### config.mk
export PLATFORM = sky130hd
export DESIGN_NAME = gpio_irq_ctrl
export DESIGN_NICKNAME = d
export VERILOG_FILES = /design/src/rtl/gpio_irq_pkg.sv /design/src/rtl/gpio_irq_ctrl_decode.sv /design/src/rtl/gpio_irq_ctrl_sync.sv /design/src/rtl/gpio_irq_ctrl_datapath.sv /design/src/rtl/gpio_irq_ctrl.sv
export SDC_FILE = /design/constraint.sdc
export NUM_CORES = 1
export LEC_CHECK = 0
export BUFFER_PORTS_ARGS = -buffer_cell sky130_fd_sc_hd__clkbuf_2
export CAP_MARGIN = 20
export CORE_ASPECT_RATIO = 0.5
export CORE_UTILIZATION = 40
export CTS_CLUSTER_DIAMETER = 60
export DETAILED_ROUTE_END_ITERATION = 6
export HOLD_SLACK_MARGIN = 0.06
export PLACE_DENSITY_LB_ADDON = 0.12
export SYNTH_ARGS = -nofsm -noshare
export SYNTH_HDL_FRONTEND = slang
export SYNTH_SLANG_ARGS = --single-unit
export TNS_END_PERCENT = 5
### constraint.sdc
create_clock -name clk -period 1.4 [get_ports clk]
set_clock_uncertainty 0.15 [all_clocks]
set_input_delay 0 -clock clk [delete_from_list [all_inputs] [get_ports clk]]
set_output_delay 0 -clock clk [all_outputs]
set_load 0.005 [all_outputs]
### src/rtl/gpio_irq_pkg.sv
package gpio_irq_pkg;
  localparam int REG_IDX_W = 4;

  localparam logic [REG_IDX_W-1:0] IDX_VAL  = 4'd0;
  localparam logic [REG_IDX_W-1:0] IDX_DIR  = 4'd1;
  localparam logic [REG_IDX_W-1:0] IDX_EN   = 4'd2;
  localparam logic [REG_IDX_W-1:0] IDX_STAT = 4'd3;
  localparam logic [REG_IDX_W-1:0] IDX_PEND = 4'd4;
  localparam logic [REG_IDX_W-1:0] IDX_CLR  = 4'd5;
  localparam logic [REG_IDX_W-1:0] IDX_EDGE = 4'd6;
  localparam logic [REG_IDX_W-1:0] IDX_POL  = 4'd7;
  localparam logic [REG_IDX_W-1:0] IDX_VER  = 4'd8;
  localparam logic [REG_IDX_W-1:0] IDX_BOTH = 4'd9;

  // strobes from the decoder to the datapath
  typedef struct packed {
    logic wrVal;
    logic wrDir;
    logic wrEn;
    logic wrClr;
    logic wrEdge;
    logic wrPol;
    logic wrBoth;
    logic rdValid;
    logic [REG_IDX_W-1:0] rdIdx;
  } ctrlStrobeS;
endpackage

### src/rtl/gpio_irq_ctrl_decode.sv
module gpio_irq_ctrl_decode
  import gpio_irq_pkg::*;
(
  input  logic       busSel,
  input  logic       busWr,
  input  logic [5:0] busAddr,
  output ctrlStrobeS strb
);
  logic aligned;
  logic [REG_IDX_W-1:0] idx;
  logic doWr;

  assign aligned = (busAddr[1:0] == 2'b00);
  assign idx     = busAddr[5:2];
  assign doWr    = busSel && busWr && aligned;

  always_comb begin
    strb         = '0;
    strb.rdIdx   = idx;
    strb.rdValid = busSel && !busWr && aligned;
    if (doWr) begin
      unique case (idx)
        IDX_VAL:  strb.wrVal  = 1'b1;
        IDX_DIR:  strb.wrDir  = 1'b1;
        IDX_EN:   strb.wrEn   = 1'b1;
        IDX_CLR:  strb.wrClr  = 1'b1;
        IDX_EDGE: strb.wrEdge = 1'b1;
        IDX_POL:  strb.wrPol  = 1'b1;
        IDX_BOTH: strb.wrBoth = 1'b1;
        default:  ;
      endcase
    end
  end
endmodule

### src/rtl/gpio_irq_ctrl_sync.sv
module gpio_irq_ctrl_sync #(
  parameter int WIDTH  = 32,
  parameter int STAGES = 2
) (
  input  logic             clk,
  input  logic             rstN,
  input  logic [WIDTH-1:0] dIn,
  output logic [WIDTH-1:0] qOut
);
  logic [WIDTH-1:0] stage [STAGES];

  always_ff @(posedge clk or negedge rstN) begin
    if (!rstN) begin
      for (int s = 0; s < STAGES; s++) stage[s] <= '0;
    end else begin
      stage[0] <= dIn;
      for (int s = 1; s < STAGES; s++) stage[s] <= stage[s-1];
    end
  end

  assign qOut = stage[STAGES-1];
endmodule

### src/rtl/gpio_irq_ctrl_datapath.sv
module gpio_irq_ctrl_datapath
  import gpio_irq_pkg::*;
#(
  parameter int NPINS      = 32,
  parameter int HW_VERSION = 3,
  parameter int SYNC_STAGES = 2
) (
  input  logic             clk,
  input  logic             rstN,
  input  ctrlStrobeS       strb,
  input  logic [31:0]      wdata,
  input  logic [NPINS-1:0] pinIn,
  output logic [31:0]      rdata,
  output logic [NPINS-1:0] pinOut,
  output logic [NPINS-1:0] pinOe,
  output logic             irqOut,
  output logic [31:0]      statusOut
);
  localparam logic [31:0] PIN_MASK =
    (NPINS >= 32) ? 32'hFFFF_FFFF : ((32'd1 << NPINS) - 32'd1);
  localparam bit HAS_BOTH = (HW_VERSION >= 3);

  logic [31:0] valQ, dirQ, enQ, edgeQ, polQ, bothQ, statusQ;
  logic [31:0] syncQ, prevQ, riseV, fallV, hitV, clrMask, pendV, levelV;
  logic [31:0] wMasked;

  assign wMasked = wdata & PIN_MASK;

  always_ff @(posedge clk or negedge rstN) begin
    if (!rstN) begin
      valQ  <= '0;
      dirQ  <= PIN_MASK;
      enQ   <= '0;
      edgeQ <= '0;
      polQ  <= '0;
    end else begin
      if (strb.wrVal)  valQ  <= wMasked;
      if (strb.wrDir)  dirQ  <= wMasked;
      if (strb.wrEn)   enQ   <= wMasked;
      if (strb.wrEdge) edgeQ <= wMasked;
      if (strb.wrPol)  polQ  <= wMasked;
    end
  end

  generate
    if (HAS_BOTH) begin : gBothReg
      always_ff @(posedge clk or negedge rstN) begin
        if (!rstN)            bothQ <= '0;
        else if (strb.wrBoth) bothQ <= wMasked;
      end
    end else begin : gBothNone
      assign bothQ = '0;
    end
  endgenerate

  gpio_irq_ctrl_sync #(.WIDTH(32), .STAGES(SYNC_STAGES)) uSync (
    .clk  (clk),
    .rstN (rstN),
    .dIn  (32'(pinIn)),
    .qOut (syncQ)
  );

  always_ff @(posedge clk or negedge rstN) begin
    if (!rstN) prevQ <= '0;
    else       prevQ <= syncQ;
  end

  assign riseV = syncQ & ~prevQ;
  assign fallV = ~syncQ & prevQ;

  generate
    for (genvar i = 0; i < 32; i++) begin : gBit
      if (i < NPINS) begin : gLive
        assign hitV[i] = edgeQ[i]
          ? (bothQ[i] ? (riseV[i] | fallV[i]) : (polQ[i] ? riseV[i] : fallV[i]))
          : (polQ[i] ? syncQ[i] : ~syncQ[i]);
      end else begin : gDead
        assign hitV[i] = 1'b0;
      end
    end
  endgenerate

  assign clrMask = strb.wrClr ? wMasked : 32'd0;

  // new hits take priority over a clear in the same cycle
  always_ff @(posedge clk or negedge rstN) begin
    if (!rstN) statusQ <= '0;
    else       statusQ <= ((statusQ & ~clrMask) | hitV) & PIN_MASK;
  end

  assign pendV  = statusQ & enQ;
  assign irqOut = |pendV;
  assign levelV = ((syncQ & dirQ) | (valQ & ~dirQ)) & PIN_MASK;

  always_comb begin
    rdata = '0;
    if (strb.rdValid) begin
      unique case (strb.rdIdx)
        IDX_VAL:  rdata = levelV;
        IDX_DIR:  rdata = dirQ;
        IDX_EN:   rdata = enQ;
        IDX_STAT: rdata = statusQ;
        IDX_PEND: rdata = pendV;
        IDX_EDGE: rdata = edgeQ;
        IDX_POL:  rdata = polQ;
        IDX_VER:  rdata = 32'(HW_VERSION);
        IDX_BOTH: rdata = bothQ;
        default:  rdata = '0;
      endcase
    end
  end

  assign pinOut    = valQ[NPINS-1:0];
  assign pinOe     = ~dirQ[NPINS-1:0];
  assign statusOut = statusQ;
endmodule

### src/rtl/gpio_irq_ctrl.sv
module gpio_irq_ctrl
  import gpio_irq_pkg::*;
#(
  parameter int NPINS      = 32,
  parameter int HW_VERSION = 3
) (
  input  logic             clk,
  input  logic             rstN,
  input  logic             busSel,
  input  logic             busWr,
  input  logic [5:0]       busAddr,
  input  logic [31:0]      busWdata,
  output logic [31:0]      busRdata,
  input  logic [NPINS-1:0] pinIn,
  output logic [NPINS-1:0] pinOut,
  output logic [NPINS-1:0] pinOe,
  output logic             irqOut
);
  ctrlStrobeS  strb;
  logic [31:0] statusW;

  gpio_irq_ctrl_decode uDecode (
    .busSel  (busSel),
    .busWr   (busWr),
    .busAddr (busAddr),
    .strb    (strb)
  );

  gpio_irq_ctrl_datapath #(.NPINS(NPINS), .HW_VERSION(HW_VERSION)) uData (
    .clk       (clk),
    .rstN      (rstN),
    .strb      (strb),
    .wdata     (busWdata),
    .pinIn     (pinIn),
    .rdata     (busRdata),
    .pinOut    (pinOut),
    .pinOe     (pinOe),
    .irqOut    (irqOut),
    .statusOut (statusW)
  );
endmodule

==> results of run 1 <==
[cell usage after synthesis (all sizes together), types with 5 or more instances]
| cell type | number |
|---|---|
| a221oi | 10 |
| or3b | 16 |
| nand3 | 15 |
| a21o | 9 |
| o211ai | 65 |
| a32oi | 5 |
| a31oi | 20 |
| a222oi | 9 |
| a21oi | 42 |
| o21ai | 176 |
| inv | 131 |
| nor2 | 20 |
| mux2 | 103 |
| nand2 | 185 |
| and3 | 6 |
| dfstp | 32 |
| a22o | 17 |
| dfrtp | 288 |
| nor2b | 6 |
| a22oi | 19 |
| mux2i | 30 |
| xor2 | 32 |
| ha | 64 |
| a211oi | 5 |
| clkbuf | 35 |
| buf | 38 |
[per-layer routing]
layer / up-vias / wire length [um] / GRT usage / share of wire
met4: 6 / 1370 / 0.0705 / 0.026
met3: 94 / 3710 / 0.0532 / 0.070
met5: - / 35 / 0 / 0.00067
li1: 6148 / - / - / -
met2: 401 / 23200 / 0.417 / 0.44
met1: 6659 / 24300 / 0.388 / 0.46
[cell families after synthesis]
| kind of cell | Yosys count | synth area share |
|---|---|---|
| buf+inv | 204 | 0.0555 |
| compound gates | 407 | 0.168 |
| fa+ha+maj | 64 | 0.0518 |
| xor+xnor | 32 | 0.0181 |
| simple gates | 280 | 0.0885 |
| mux | 135 | 0.0974 |
| flops | 320 | 0.521 |
[registers in the layout, indices dropped and copies added, names as in the netlist]
signal,cells
uData.bothQ,32
uData.uSync.stage,32
uData.enQ,32
uData.prevQ,32
uData.statusOut,32
uData.uSync.qOut,32
uData.dirQ,32
uData.edgeQ,32
uData.pinOut,32
uData.polQ,32
[timing repair]
item                                   4_1_cts  5_1_grt
setup endpoints to repair                   98      104
buffers inserted                             1        0
pin swaps                                   41       13
endpoints found under the hold margin      576        0
hold buffers                               100        0
gates resized for setup                     66       38
[tightest hold or removal path: stages]
cell,delay [ns]
clkbuf_2,0.10
nor4bb_2,0.05
buf_4,0.15
nand2_2,0.11
buf_12,0.19
mux2_2,0.16
[layout make-up]
| cell class | count | area [um^2] | share of cell area |
|---|---|---|---|
| multi-input cells | 918 | 6710 | 0.314 |
| inverters | 131 | 494 | 0.0231 |
| well taps | 520 | 651 | 0.0304 |
| clock inverters | 5 | 31.3 | 0.00146 |
| clock buffers | 51 | 901 | 0.0421 |
| repair buffers | 566 | 4530 | 0.212 |
| flip-flops and latches | 320 | 8060 | 0.377 |
[final timing paths]
| kind | startpoint | end | cells past startpoint |
|---|---|---|---|
| hold reg to reg | uData.uSync.stage[50] | uData.uSync.qOut[18] | 0 |
| setup reg to reg | uData.uSync.qOut[1] | uData.statusOut[1] | 6 |
| setup / recovery | uData.enQ[22] | irqOut | 6 |
| hold / removal | busAddr[1] | uData.polQ[22] | 6 |
| min in group asynchronous | rstN | uData.prevQ[25] | 3 |
| max in group asynchronous | rstN | uData.dirQ[18] | 5 |
[per-stage QoR]
stage / hold slack [ns] / setup TNS (ns) / setup slack, ns
finish: 0.0660 / -27.41 / -0.952
global route: 0.0906 / -33.65 / -1.02
CTS: 0.0509 / -29.76 / -0.977
detailed placement: -0.276 / -76.97 / -0.487
global placement: -0.282 / -74.01 / -0.553
floorplan: -0.446 / -0.429 / -0.0599
[where the power goes]
group          total (mW)  internal (mW)  switching, mW
sequential           10.4           9.90          0.543
clock                8.05           4.36           3.68
combinational        3.38           1.75           1.63
==> results.ini, run 1 <==
[clock_tree]
clock_path_buffers = 3
numCtsBuffers = 30
clock_latency_ns = 0.58
htreeDepth = 1
cts_tree = built
cts.sinks = 320
path_clk_slew_ns = 0.07
clockRootBuffer = clkbuf_16

[sta]
setup_slack_ns = -0.952
grt_setup_unrepaired = true
setup_violations = 95
hold_viol_final = 0
slew_violations = 0
slew-limit-headroom = 0.701
period_share = 1.68
max_freq_mhz = 425
min_period_ns = 2.35
worstMarginPinSlew_ns = 0.449

[hold_path]
hold_class = in2reg

[synth]
yosysSeqAreaShare = 0.521
synth.cell_area_um2 = 15400
synthesis.instances = 1442
yosysUniqueCellTypes = 71
syn_area_per_cell_um2 = 10.7
ys_ff_latch = 320
synth_area_leader_cell = dfrtp_1
synth_top_area_share = 0.467
synth-edff-count = 0
synthArstFlopShare = 1.00
yosys_warnings = 0
synth.top_cells.by_area = dfrtp_1, mux2_2, o21ai_0
synth_ff_type = dfrtp_1
synth_fp_nets = 1580

[routing]
dr.first_iter.drc_count = 1026
dr_total_vias = 13300
drt_wl_total_um = 52600
post_drt_wl_per_cell_um = 20.9
first_pass_iters = 5
post_drt_via_cell_ratio = 5.30
ant_nets = 0
drc = 0

[outcome]
status = complete, but fails checks
failed_checks = setup timing

[setup_path]
critical_path.slowest_cell = or4_4
critPathKind = reg2out
path_buf_inv = 2
cp_cell_sequence = a22o_1 > a221oi_2 > buf_4 > nand3_2 > or4_4 > clkbuf_2
required_ns = 1.25
critPathTopFamily = simple AND/OR/NAND/NOR gates
reg2reg_slack_ns = -0.15
crit_path_end_kind = primary output
critPathLaunchType = flop
worst-path-max-fanout = 2
cpPeakStageDelay_ns = 0.46
arrival_ns = 2.20

[final_layout]
num_antenna_cells = 0
fin_util = 0.567
drive_gt1_frac = 0.364
fill_cells = 3264
layout_common_cells = dfrtp_1, buf_4, nand2_1, o21ai_0, clkbuf_2
final_common_cell = dfrtp_1
layoutNonFillerInstCount = 2511
fin_nets = 2105
fin_area_um2 = 21400
synthToLayoutAreaGrowth_pct = 38.4

[floorplanning]
io-pin-count = 171
initial_utilization = 0.409
fp.dieW_um = 280
row_count = 50
die_y_um = 141
dieArea_um2 = 39500
core_um2 = 37700

[place]
gp_congestion = 0.922
port_buffers = 170
dp_hpwl_um = 38600
placed_cells = 2355
dpl_cell_area_um2 = 19200

[grt]
grt_pass1_wl_um = 80600
track_usage = 0.270
grt-ovfl-total = 0
grt_max_degree = 78
grt_pass1_vias = 13600
antenna_found_initial = 3

[pwr]
p_leak_nw = 9.98
p_total_mw = 21.9
p_per_area_nw_per_um2 = 1020
peakVddDrop_uv = 965

[job]
max_cap_violations = 0

(Power assumes the default switching activity.)
==> run 2, diff against run 1 <==
--- a/config.mk
+++ b/config.mk
@@ -9,8 +9,8 @@
 export CAP_MARGIN = 20
 export CORE_ASPECT_RATIO = 0.5
 export CORE_UTILIZATION = 40
-export CTS_CLUSTER_DIAMETER = 60
 export DETAILED_ROUTE_END_ITERATION = 6
+export GPL_TIMING_DRIVEN = 0
 export HOLD_SLACK_MARGIN = 0.06
 export PLACE_DENSITY_LB_ADDON = 0.12
 export SYNTH_ARGS = -nofsm -noshare
==> run 2 against run 1 <==
  * The flow finishes with violations (DRC, hold timing, setup timing)
  * Clock power rose by 10%
  * Sequential power barely moved
  * Core utilization decreased by 3.9 points
  * Global-route usage rose by 2.0 points
  * Largest cell class unchanged
  * Final cell count down 7.4%
  * Critical path depth fell by 1
  * Wire length up 8.3%
  * Largest power group unchanged
==> results.ini, run 2 (synthesized netlist as in run 1, its figures left out) <==
[clock_tree]
cts_tree = built
path_clk_slew_ns = 0.07
clock_path_buffers = 3
numCtsBuffers = 30
clock_latency_ns = 0.59
cts.sinks = 320
htreeDepth = 1
clockRootBuffer = clkbuf_16

[outcome]
failed_checks = DRC, hold timing, setup timing
status = complete, but fails checks

[setup_path]
arrival_ns = 2.45
critPathKind = reg2out
critPathLaunchType = flop
r2r-end = uData.statusOut[17]
reg2reg_slack_ns = -0.11
required_ns = 1.25
cpPeakStageDelay_ns = 0.46
r2r_cells = 5
cp_cell_sequence = a22o_1 > a221oi_4 > nand3_1 > or4_4 > clkbuf_2
worst-path-max-fanout = 3
reg2reg_from = uData.uSync.qOut[17]
critical_path.slowest_cell = or4_4
crit_path_end_kind = primary output

[place]
dp_slack_ns = -1.41
dp_hpwl_um = 39200
port_buffers = 170
gp_congestion = 0.954
dpl_cell_area_um2 = 17000

[sta]
max_freq_mhz = 385
slew_violations = 0
worstMarginPinSlew_ns = 0.855
setup_violations = 130
hold_viol_final = 222
setup_slack_ns = -1.20
grt_setup_unrepaired = true
fin_tns_setup_ns = -34.07
slew-limit-headroom = 0.430
holdWs_ns = -0.694
period_share = 1.85
min_period_ns = 2.60

[job]
max_cap_violations = 0

[routing]
dr_total_vias = 13300
drc = 7
dr.first_iter.drc_count = 1478
post_drt_via_cell_ratio = 5.73
post_drt_wl_per_cell_um = 24.5
ant_nets = 0
first_pass_iters = 7
drt_wl_total_um = 56900

[floorplanning]
row_count = 50
core_um2 = 37700
initial_utilization = 0.409
io-pin-count = 171
fp.dieW_um = 280
die_y_um = 141
dieArea_um2 = 39500

[final_layout]
fin_area_um2 = 19900
fill_cells = 3408
synthToLayoutAreaGrowth_pct = 28.9
final_common_cell = dfrtp_1
layout_common_cells = dfrtp_1, nand2_1, clkbuf_2, o21ai_0
num_antenna_cells = 0
fin_util = 0.528
drive_gt1_frac = 0.321
fin_nets = 1920

[grt]
grt_pass1_vias = 13200
grt-ovfl-total = 0
track_usage = 0.291
antenna_found_initial = 1
grt_pass1_wl_um = 84300
grt_max_degree = 115

[hold_path]
hold_class = in2async

[pwr]
peakVddDrop_uv = 907
p_leak_nw = 9.00
p_per_area_nw_per_um2 = 1120

run 2: per-layer routing:
metal / share of wire / vias up / track usage
li1: - / 5800 / -
met1: 0.43 / 6736 / 0.409
met2: 0.44 / 668 / 0.450
met3: 0.10 / 114 / 0.0706
met4: 0.027 / 0 / 0.0731
met5: 0 / - / 0
run 2: timing repair:
item | CTS | global route
setup endpoints to repair | 285 | 241
gates resized for setup | 142 | 99
gates cloned | 0 | 0
setup buffers | 21 | 15
hold buffers | 101 | 1
endpoints found under the hold margin | 527 | 103
pin swaps | 49 | 35
run 2: cell type report:
type                            count  area, um^2  share of cell area
Timing Repair Buffer              310        2250               0.113
Buffer                             71         508              0.0255
Inverter                          131         492              0.0247
Tap cell                          520         651              0.0327
Clock inverter                     10         164             0.00823
Sequential cell                   320        8080               0.406
Multi-Input combinational cell    918        6880               0.345
Clock buffer                       45         887              0.0446
run 2: report_power, final:
| group | internal (mW) | switching (mW) | leakage (nW) |
|---|---|---|---|
| Combinational | 1.31 | 1.48 | 4.60 |
| Clock | 5.10 | 3.76 | 0.515 |
| Sequential | 9.91 | 0.670 | 3.88 |
run 2: stage by stage:
step	power (mW)	instances
after detailed placement	13.0	2134
after CTS	22.2	2309
after global placement	12.9	2132
final	22.2	2325
after global routing	23.1	2325
after floorplan	11.8	1442
run 2: how the worst max path moves through the flow:
stage	from	end
after CTS	uData.statusOut[22]	irqOut
after global routing	uData.enQ[22]	irqOut
after floorplan	uData.dirQ[0]	busRdata[0]
after global placement	rstN	uData.uSync.stage[51]
after detailed placement	busAddr[3]	busRdata[30]
final	uData.enQ[22]	irqOut
run 2: worst max-delay path: cells and delay by family (launching register included):
family,cells,cell delay [ns]
AO/OA/AOI/OAI,2,0.66
buffers and inverters,1,0.13
flip-flops,1,0.44
AND/OR/NAND/NOR,2,0.61
==> run 3, diff against run 2 <==
--- a/config.mk
+++ b/config.mk
@@ -13,6 +13,7 @@
 export GPL_TIMING_DRIVEN = 0
 export HOLD_SLACK_MARGIN = 0.06
 export PLACE_DENSITY_LB_ADDON = 0.12
+export REMOVE_ABC_BUFFERS = 1
 export SYNTH_ARGS = -nofsm -noshare
 export SYNTH_HDL_FRONTEND = slang
 export SYNTH_SLANG_ARGS = --single-unit
==> run 3 against run 2 <==
  * The flow finishes with violations (hold timing, setup timing)
  * Sequential share of layout area is essentially flat
  * Largest cell class unchanged
  * Final cell count shrank 2.5%
  * Total power shrank 1.1%
  * Worst hold slack gained 0.088 ns
  * First-iteration DRC count shrank 44%
  * Largest power group unchanged
  * Wire length shrank 16%
==> results.ini, run 3 (synthesized netlist as in run 1, its figures left out) <==
[outcome]
status = complete, but fails checks
failed_checks = hold timing, setup timing

[floorplanning]
io-pin-count = 171
core_um2 = 37700
row_count = 50
initial_utilization = 0.409
die_y_um = 141
dieArea_um2 = 39500
fp.dieW_um = 280

[setup_path]
startpoint = uData.statusOut[22]
critPathKind = reg2out
crit_path_end_kind = primary output
worst-path-max-fanout = 4
reg2reg_from = uData.uSync.qOut[5]
r2r-end = uData.statusOut[5]
reg2reg_slack_ns = -0.14
cp-endpoint = irqOut
critPathLaunchType = flop
arrival_ns = 2.33
required_ns = 1.25
r2r_cells = 5

[hold_path]
hold_class = in2async

[final_layout]
layout_common_cells = dfrtp_1, nand2_1, clkbuf_2, o21ai_0, inv_1
num_antenna_cells = 0
multiInputGateArea_um2 = 7010
final_common_cell = dfrtp_1
fill_cells = 3318
fin_nets = 1861
seq_area_um2 = 8070
synthToLayoutAreaGrowth_pct = 28.7
fin_area_um2 = 19900
drive_gt1_frac = 0.310

[grt]
grt_pass1_vias = 12600
antenna_found_initial = 1
track_usage = 0.243
grt-ovfl-total = 0
grt_max_degree = 111
grt_pass1_wl_um = 73400

[place]
dp_hpwl_um = 31000
dpl_cell_area_um2 = 17000
port_buffers = 170
gp_congestion = 0.858

[routing]
post_drt_via_cell_ratio = 5.45
dr.first_iter.drc_count = 829
post_drt_wl_per_cell_um = 21.0
drt_wl_total_um = 47600
dr_total_vias = 12400
drc = 0
ant_nets = 0
first_pass_iters = 7

[sta]
period_share = 1.77
slew-limit-headroom = 0.335
grt_setup_unrepaired = true
hold_viol_final = 148
min_period_ns = 2.48
worstMarginPinSlew_ns = 0.997
max_freq_mhz = 404
holdWs_ns = -0.606
slew_violations = 0
setup_violations = 260
setup_slack_ns = -1.08

[clock_tree]
clock_latency_ns = 0.58
cts.sinks = 320
path_clk_slew_ns = 0.06
clockRootBuffer = clkbuf_16
htreeDepth = 1
clock_path_buffers = 3
cts_tree = built
numCtsBuffers = 31
hold_buffers = 96

[pwr]
power_frac_clock = 0.398
seqPwrFrac = 0.479
p_total_mw = 22.0
peakVddDrop_uv = 957
netSwitchingFraction = 0.260
intPower_mw = 16.3
p_per_area_nw_per_um2 = 1110
p_leak_nw = 8.97
p_sw_mw = 5.71
combPwrFrac = 0.123

[job]
max_cap_violations = 0

## run 3: critical path: stages (launching register included)
cell and delay, ns:
dfrtp_1 0.43, a22o_1 0.24, a221oi_2 0.28, nand3_1 0.12
or4_4 0.54, clkbuf_2 0.13
## run 3: how the worst min path moves through the flow
stage,start,end,slack [ns],cells past startpoint
final,rstN,uData.uSync.stage[59],-0.61,1
after global routing,rstN,uData.uSync.stage[59],-0.54,1
after CTS,rstN,uData.bothQ[28],-0.57,1
after detailed placement,pinIn[10],uData.uSync.stage[42],-0.04,1
after global placement,pinIn[20],uData.uSync.stage[52],-0.04,1
after floorplan,rstN,uData.bothQ[0],-0.45,0
## run 3: layout make-up
cell class | count | share of cell area
Clock buffer | 48 | 0.0463
Clock inverter | 9 | 0.00636
Inverter | 131 | 0.0251
Multi-Input combinational cell | 918 | 0.353
Sequential cell | 320 | 0.406
Tap cell | 520 | 0.0327
Timing Repair Buffer | 321 | 0.131
## run 3: metal layers
metal  routed length, um  vias to the layer above  GRT usage
met4                1220                        0     0.0702
met3                2870                       88     0.0413
met2               22100                      395      0.389
li1                    -                     5672          -
met5                   0                        -          0
met1               21500                     6204      0.339
## run 3: repair_timing
| item | 4_1_cts | 5_1_grt |
|---|---|---|
| gates resized for setup | 147 | 77 |
| cloned | 0 | 1 |
| setup endpoints to repair | 289 | 289 |
| hold endpoints to repair | 361 | 160 |
| pin swaps | 52 | 42 |
| buffers inserted | 24 | 13 |
## run 3: power groups by stage
| stage | logic, mW | clock network, mW | registers (mW) |
|---|---|---|---|
| floorplan | 1.15 | 0 | 10.5 |
| CTS | 2.61 | 8.93 | 10.5 |
| detailed placement | 2.20 | 0 | 10.7 |
| finish | 2.70 | 8.75 | 10.5 |
| global placement | 2.07 | 0 | 10.7 |
| global route | 2.98 | 9.34 | 10.6 |
## run 3: per-stage QoR
step	setup TNS [ns]	setup slack, ns	cells	util
after floorplan	-203.25	-0.943	1369	-
after global placement	-3059.40	-6.81	2059	0.440
after detailed placement	-456.52	-2.24	2076	0.451
after CTS	-91.99	-1.11	2253	0.519
after global routing	-95.84	-1.11	2267	0.527
final	-75.44	-1.08	2267	0.527
